## src/rtl/cfgsyn_pkg.sv

```systemverilog
package cfgsyn_pkg;
  localparam int M_W  = 9;
  localparam int N_W  = 2;
  localparam int T_W  = 3;
  localparam int SR_W = T_W + N_W + M_W;

  typedef struct packed {
    logic [T_W-1:0] t;
    logic [N_W-1:0] n;
    logic [M_W-1:0] m;
  } cfg_t;

  typedef enum logic [T_W-1:0] {
    TS_OFF   = 3'd0,
    TS_SHIFT = 3'd1,
    TS_REF   = 3'd2,
    TS_POST  = 3'd3
  } test_sel_e;
endpackage

```

## src/rtl/cfgsyn_sync.sv

```systemverilog
module cfgsyn_sync #(
  parameter int W      = 1,
  parameter int STAGES = 2
) (
  input  logic         clk_i,
  input  logic         rst_ni,
  input  logic [W-1:0] d_i,
  output logic [W-1:0] q_o,
  output logic [W-1:0] q_prev_o
);
  // STAGES synchronizer flops plus one history flop for edge detection
  logic [STAGES:0][W-1:0] chain_q;

  always_ff @(posedge clk_i or negedge rst_ni) begin
    if (!rst_ni) begin
      chain_q <= '0;
    end else begin
      chain_q[0] <= d_i;
      for (int i = 1; i <= STAGES; i++) chain_q[i] <= chain_q[i-1];
    end
  end

  assign q_o      = chain_q[STAGES-1];
  assign q_prev_o = chain_q[STAGES];
endmodule

```

## src/rtl/cfgsyn_shift.sv

```systemverilog
module cfgsyn_shift #(
  parameter int W = 14
) (
  input  logic         clk_i,
  input  logic         rst_ni,
  input  logic         shift_i,
  input  logic         bit_i,
  output logic [W-1:0] word_o
);
  always_ff @(posedge clk_i or negedge rst_ni) begin
    if (!rst_ni)      word_o <= '0;
    else if (shift_i) word_o <= {word_o[W-2:0], bit_i};
  end
endmodule

```

## src/rtl/cfgsyn_postdiv.sv

```systemverilog
module cfgsyn_postdiv #(
  parameter int CODE_W = 2
) (
  input  logic              clk_i,
  input  logic              rst_ni,
  input  logic              restart_i,
  input  logic [CODE_W-1:0] code_i,
  output logic              clk_o
);
  localparam int MAX_HALF = 1 << ((1 << CODE_W) - 1);
  localparam int CNT_W    = (MAX_HALF > 1) ? $clog2(MAX_HALF) : 1;

  logic [CNT_W-1:0] cnt_q;
  logic [CNT_W:0]   half;
  logic             wrap;

  assign half = (CNT_W+1)'(1) << code_i;
  assign wrap = (cnt_q == CNT_W'(half - 1'b1));

  always_ff @(posedge clk_i or negedge rst_ni) begin
    if (!rst_ni) begin
      cnt_q <= '0;
      clk_o <= 1'b0;
    end else if (restart_i) begin
      cnt_q <= '0;
      clk_o <= 1'b0;
    end else if (wrap) begin
      cnt_q <= '0;
      clk_o <= ~clk_o;
    end else begin
      cnt_q <= cnt_q + 1'b1;
    end
  end
endmodule

```

## src/rtl/cfgsyn_refdiv.sv

```systemverilog
module cfgsyn_refdiv #(
  parameter int DIV = 16
) (
  input  logic clk_i,
  input  logic rst_ni,
  output logic clk_o
);
  localparam int REF_W = (DIV > 1) ? $clog2(DIV) : 1;

  logic [REF_W-1:0] cnt_q;

  always_ff @(posedge clk_i or negedge rst_ni) begin
    if (!rst_ni) cnt_q <= '0;
    else         cnt_q <= cnt_q + 1'b1;
  end

  assign clk_o = cnt_q[REF_W-1];
endmodule

```

## src/rtl/cfg_synth_ctrl.sv

```systemverilog
module cfg_synth_ctrl
  import cfgsyn_pkg::*;
#(
  parameter int SYNC_STAGES = 2,
  parameter int REF_DIV     = 16
) (
  input  logic           clk_i,
  input  logic           rst_ni,
  input  logic           s_clk_i,
  input  logic           s_data_i,
  input  logic           s_load_i,
  input  logic           p_load_i,
  input  logic [M_W-1:0] p_m_i,
  input  logic [N_W-1:0] p_n_i,
  output logic [M_W-1:0] m_o,
  output logic [N_W-1:0] n_o,
  output logic [T_W-1:0] t_o,
  output logic           post_clk_o,
  output logic           test_o
);
  localparam int BW = 4 + M_W + N_W;

  logic [BW-1:0] raw, sy, pv;
  logic          s_rise, s_fall, p_rise, p_lvl, d_sync;
  logic [M_W-1:0] m_sync;
  logic [N_W-1:0] n_sync;
  logic [SR_W-1:0] sr_q;
  logic          ref_clk;
  logic          restart;
  cfg_t          cfg_q, cfg_d;

  assign raw = {s_clk_i, s_data_i, s_load_i, p_load_i, p_m_i, p_n_i};

  cfgsyn_sync #(.W(BW), .STAGES(SYNC_STAGES)) u_sync (
    .clk_i, .rst_ni, .d_i(raw), .q_o(sy), .q_prev_o(pv)
  );

  assign s_rise = sy[BW-1] & ~pv[BW-1];
  assign d_sync = sy[BW-2];
  assign s_fall = ~sy[BW-3] & pv[BW-3];
  assign p_lvl  = sy[BW-4];
  assign p_rise = sy[BW-4] & ~pv[BW-4];
  assign m_sync = sy[N_W +: M_W];
  assign n_sync = sy[N_W-1:0];

  cfgsyn_shift #(.W(SR_W)) u_shift (
    .clk_i, .rst_ni, .shift_i(s_rise), .bit_i(d_sync), .word_o(sr_q)
  );

  // parallel path overrides serial m/n; serial m/n gated by parallel strobe level
  always_comb begin
    cfg_d = cfg_q;
    if (s_fall) begin
      cfg_d.t = sr_q[SR_W-1 -: T_W];
      if (p_lvl) begin
        cfg_d.n = sr_q[M_W +: N_W];
        cfg_d.m = sr_q[M_W-1:0];
      end
    end
    if (p_rise) begin
      cfg_d.n = n_sync;
      cfg_d.m = m_sync;
    end
  end

  assign restart = (cfg_d.n != cfg_q.n);

  always_ff @(posedge clk_i or negedge rst_ni) begin
    if (!rst_ni) cfg_q <= '0;
    else         cfg_q <= cfg_d;
  end

  cfgsyn_postdiv #(.CODE_W(N_W)) u_postdiv (
    .clk_i, .rst_ni, .restart_i(restart), .code_i(cfg_q.n), .clk_o(post_clk_o)
  );

  cfgsyn_refdiv #(.DIV(REF_DIV)) u_refdiv (
    .clk_i, .rst_ni, .clk_o(ref_clk)
  );

  always_comb begin
    case (test_sel_e'(cfg_q.t))
      TS_SHIFT: test_o = sr_q[SR_W-1];
      TS_REF:   test_o = ref_clk;
      TS_POST:  test_o = post_clk_o;
      default:  test_o = 1'b0;
    endcase
  end

  assign m_o = cfg_q.m;
  assign n_o = cfg_q.n;
  assign t_o = cfg_q.t;
endmodule

```

## config.mk

```make
export PLATFORM = sky130hd
export DESIGN_NAME = cfg_synth_ctrl
export DESIGN_NICKNAME = d
export VERILOG_FILES = /design/src/rtl/cfgsyn_pkg.sv /design/src/rtl/cfgsyn_sync.sv /design/src/rtl/cfgsyn_shift.sv /design/src/rtl/cfgsyn_postdiv.sv /design/src/rtl/cfgsyn_refdiv.sv /design/src/rtl/cfg_synth_ctrl.sv
export SDC_FILE = /design/constraint.sdc
export NUM_CORES = 1
export LEC_CHECK = 0
export CAP_MARGIN = 40
export CORE_ASPECT_RATIO = 0.6
export CORE_UTILIZATION = 65
export DETAILED_ROUTE_END_ITERATION = 10
export DONT_BUFFER_PORTS = 1
export PLACE_DENSITY_LB_ADDON = 0.15
export SYNTH_ARGS = -nofsm -noshare
export SYNTH_HDL_FRONTEND = slang
export SYNTH_SLANG_ARGS = --single-unit
```

## constraint.sdc

```tcl
create_clock -name clk_i -period 3.1 [get_ports clk_i]
set_input_delay 0.31 -clock clk_i [delete_from_list [all_inputs] [get_ports clk_i]]
set_output_delay 0.31 -clock clk_i [all_outputs]
set_load 0.1 [all_outputs]
```

==> out/qor.yml <==
worst_hold_path:
  timing.hold.worst_path_depth: 0
  hold_path.class: "flop to flop"
route:
  drc_errors: 0
  routed_via_density: 6.23
  dr.pass1.iters: 4
  vias: 1613
  drtIter0Drc: 142
  wirelength_um: 6530
  avgRoutedWirePerCell_um: 25.2
  antenna_left: 0
final_layout:
  diodes: 0
  final_nets: 228
  drive_gt1_share_pct: 26.6
  fin_cells: 259
  areaGrowthSynthToFinish_pct: 30.4
timing:
  fin_crit_ps: 2170
  finClkSkew_ps: 10.1
  maxSlewViolCount: 0
  fin_setup_tns_ps: 0
  tightest_slew_ps: 902
  fmax_mhz: 460
  maxSlewHeadroom_pct: 39.9
  finalCritPeriodShare_pct: 70.1
  worst_slack_ps: 925
  holdWs_ps: 353
  rsz0062_at_grt: "false"
  setup_viol: 0
  finalHoldViolCount: 0
yosys:
  ys_ff_latch: 69
  netlist_instances: 169
  syn_avg_cell_area_um2: 14.6
  netlist.area_leader.share_pct: 70.1
  async_flop_share_pct: 100
  synth_edf_count: 0
  yosysTopAreaCell: "dfrtp_1"
  syn_nets: 188
  netlist_area_mm2: 0.00246
  ys_top_cells_by_area: "dfrtp_1, mux2_2, mux2i_1"
  synth_cell_types: 27
  synth_warnings: 0
  synth-seq-area-share_pct: 70.1
  synth_flop_cell: "dfrtp_1"
power_and_ir_drop:
  p_seq_share_pct: 42.0
  internal_power_uw: 1950
  ir_drop_uv: 723
  combPwrFrac_pct: 31.9
  total_power_uw: 3250
  swShare_pct: 40.0
  powerDensity_mw_per_mm2: 1010
  pwr-share-clk_pct: 26.1
  p_leak_uw: 0.00147
  power.net_switching_uw: 1300
global_routing:
  grt_start_max_net_pins: 70
  grt_pass1_vias: 1713
  track_usage_pct: 35.5
  grt_antenna_before_repair: 0
  grt.overflow.total: 0
  grt_pass1_wl_um: 9540
critical_path:
  crit_path_cell_trace: "buf_4 > nand2_1 > nor2_1 > a21oi_1 > nor2_2 > buf_4"
  start_kind: "flop"
  endpoint_kind: "primary output"
  rr_worst_depth: 4
  max_stage_delay_ps: 390
  crit_cells: 6
  criticalPathCategory: "flop to primary output"
  worstPathArrival_ps: 1860
  critical_path_buf_inv_count: 2
  crit_family: "buffers and inverters"
  critical_path_required_ps: 2790
  crit_path_max_fanout: 3
  worst_path_most_repeated_cell: "buf_4"
  cp_slowest_cell: "dfrtp_1"
clock_tree:
  root_buffer: "clkbuf_8"
  cts.sinks: 69
  clock_path_buffers: 2
  cts_max_level: 3
  insertion_delay_ps: 340
  clkTransAtPathRegs_ps: 70
  ctsResizeCount: 0
  cts_tree: "built"
  cts_buffers: 9
placement:
  portBuffers: 0
  dp_cells: 222
  dpl_worst_slack_ps: 1390
  dpl.hpwl_um: 2700
  gp_congestion: 0.806
floorplan:
  initial_utilization_pct: 71.9
  die_w_um: 81.5
  fp.dieArea_mm2: 0.00405
  die_h_um: 49.7
  row_count: 16
  pin_count: 33
  core_mm2: 0.00342
run:
  cap_violations: 0
outcome:
  status: "finished clean"
==> cell usage after synthesis (3+ instances only) <==
cell       instances
dfrtp_1           69
mux2_2            18
o21ai_0           13
nand2_1           12
mux2i_1            9
nor2b_1            7
inv_1              5
nor2_1             5
a2111oi_2          3
clkbuf_1           3
nand3_1            3
==> sequential cells by signal, summed over array words and instances (netlist names) <==
name             flops
u_sync.chain_q      15
u_sync.q_o          15
u_shift.word_o      14
m_o                  9
u_refdiv.cnt_q       4
t_o                  3
u_postdiv.cnt_q      3
u_sync.q_prev_o      3
n_o                  2
u_postdiv.clk_o      1
==> power by group through the flow <==
stage | registers (uW) | clock network [uW] | logic, uW
2_1_floorplan | 1650 | 0 | 272
3_3_place_gp | 1540 | 0 | 485
3_5_place_dp | 1450 | 0 | 737
4_1_cts | 1450 | 835 | 780
5_1_grt | 1380 | 901 | 1070
6_report | 1370 | 848 | 1040
==> per-layer routing <==
metal | routed length, um | track usage [%] | up-vias
li1 | - | - | 663
met1 | 2520 | 41.4 | 831
met2 | 3260 | 58.6 | 95
met3 | 506 | 13.9 | 24
met4 | 246 | 14.9 | 0
met5 | 0 | 0 | -
==> cell usage in the layout (no fill, tap or decap), drive strengths merged <==
cell type,instances
nand2,12
o21ai,14
a2111oi,3
nand3,3
a21boi,2
or3,1
dlygate4sd3,16
bufinv,2
a22o,1
clkinv,3
a221oi,1
mux2,18
a21oi,1
o21a,1
ha,2
xnor2,2
clkbuf,10
nor2,5
nor2b,7
xor2,2
inv,6
a211oi,1
o2111ai,1
mux2i,9
or2,2
buf,18
dfrtp,69
and4bb,2
==> through the flow <==
stage / util [%] / cell area (um2)
after floorplan: - / 2460
after global placement: 74.8 / 2560
after detailed placement: 78.3 / 2680
after global routing: 93.8 / 3210
final: 93.8 / 3210
after CTS: 90.6 / 3100
==> final cells by class <==
class	count	area, um2
Inverter	5	18.8
Multi-Input combinational cell	90	698
Sequential cell	69	1730
Timing Repair Buffer	34	479
Clock buffer	10	138
Clock inverter	6	95.1
Tap cell	45	56.3
Fill cell	89	211
==> final timing paths <==
path | start | slack, ps | end
setup reg to reg | u_shift.word_o[10] | 1310 | u_postdiv.cnt_q[0]
hold reg to reg | u_sync.chain_q[4] | 350 | u_sync.q_o[4]
min in group asynchronous | rst_ni | 520 | u_sync.chain_q[1]
hold / removal | u_sync.chain_q[4] | 350 | u_sync.q_o[4]
max in group asynchronous | rst_ni | 2310 | m_o[2]
setup / recovery | t_o[1] | 930 | test_o
==> cell families (layout without fill, tap and decap cells) <==
| group | Yosys count | in the layout | share of synthesized area, % |
|---|---|---|---|
| DFF | 69 | 69 | 70.1 |
| xor gates and xnor gates | 4 | 4 | 1.42 |
| AOI/OAI and AO/OA | 25 | 25 | 7.16 |
| and+or+nand+nor | 32 | 32 | 6.76 |
| adders and majority gates | 2 | 2 | 1.02 |
| buffers and inverters | 10 | 55 | 1.63 |
| muxes | 27 | 27 | 11.9 |
==> timing repair <==
item / in CTS / in global routing
buffers inserted: 0 / 0
endpoints found under the setup margin: 0 / 0
endpoints found under the hold margin: 84 / 0
hold buffers: 17 / 0
Power figures use the tool's default switching activity.
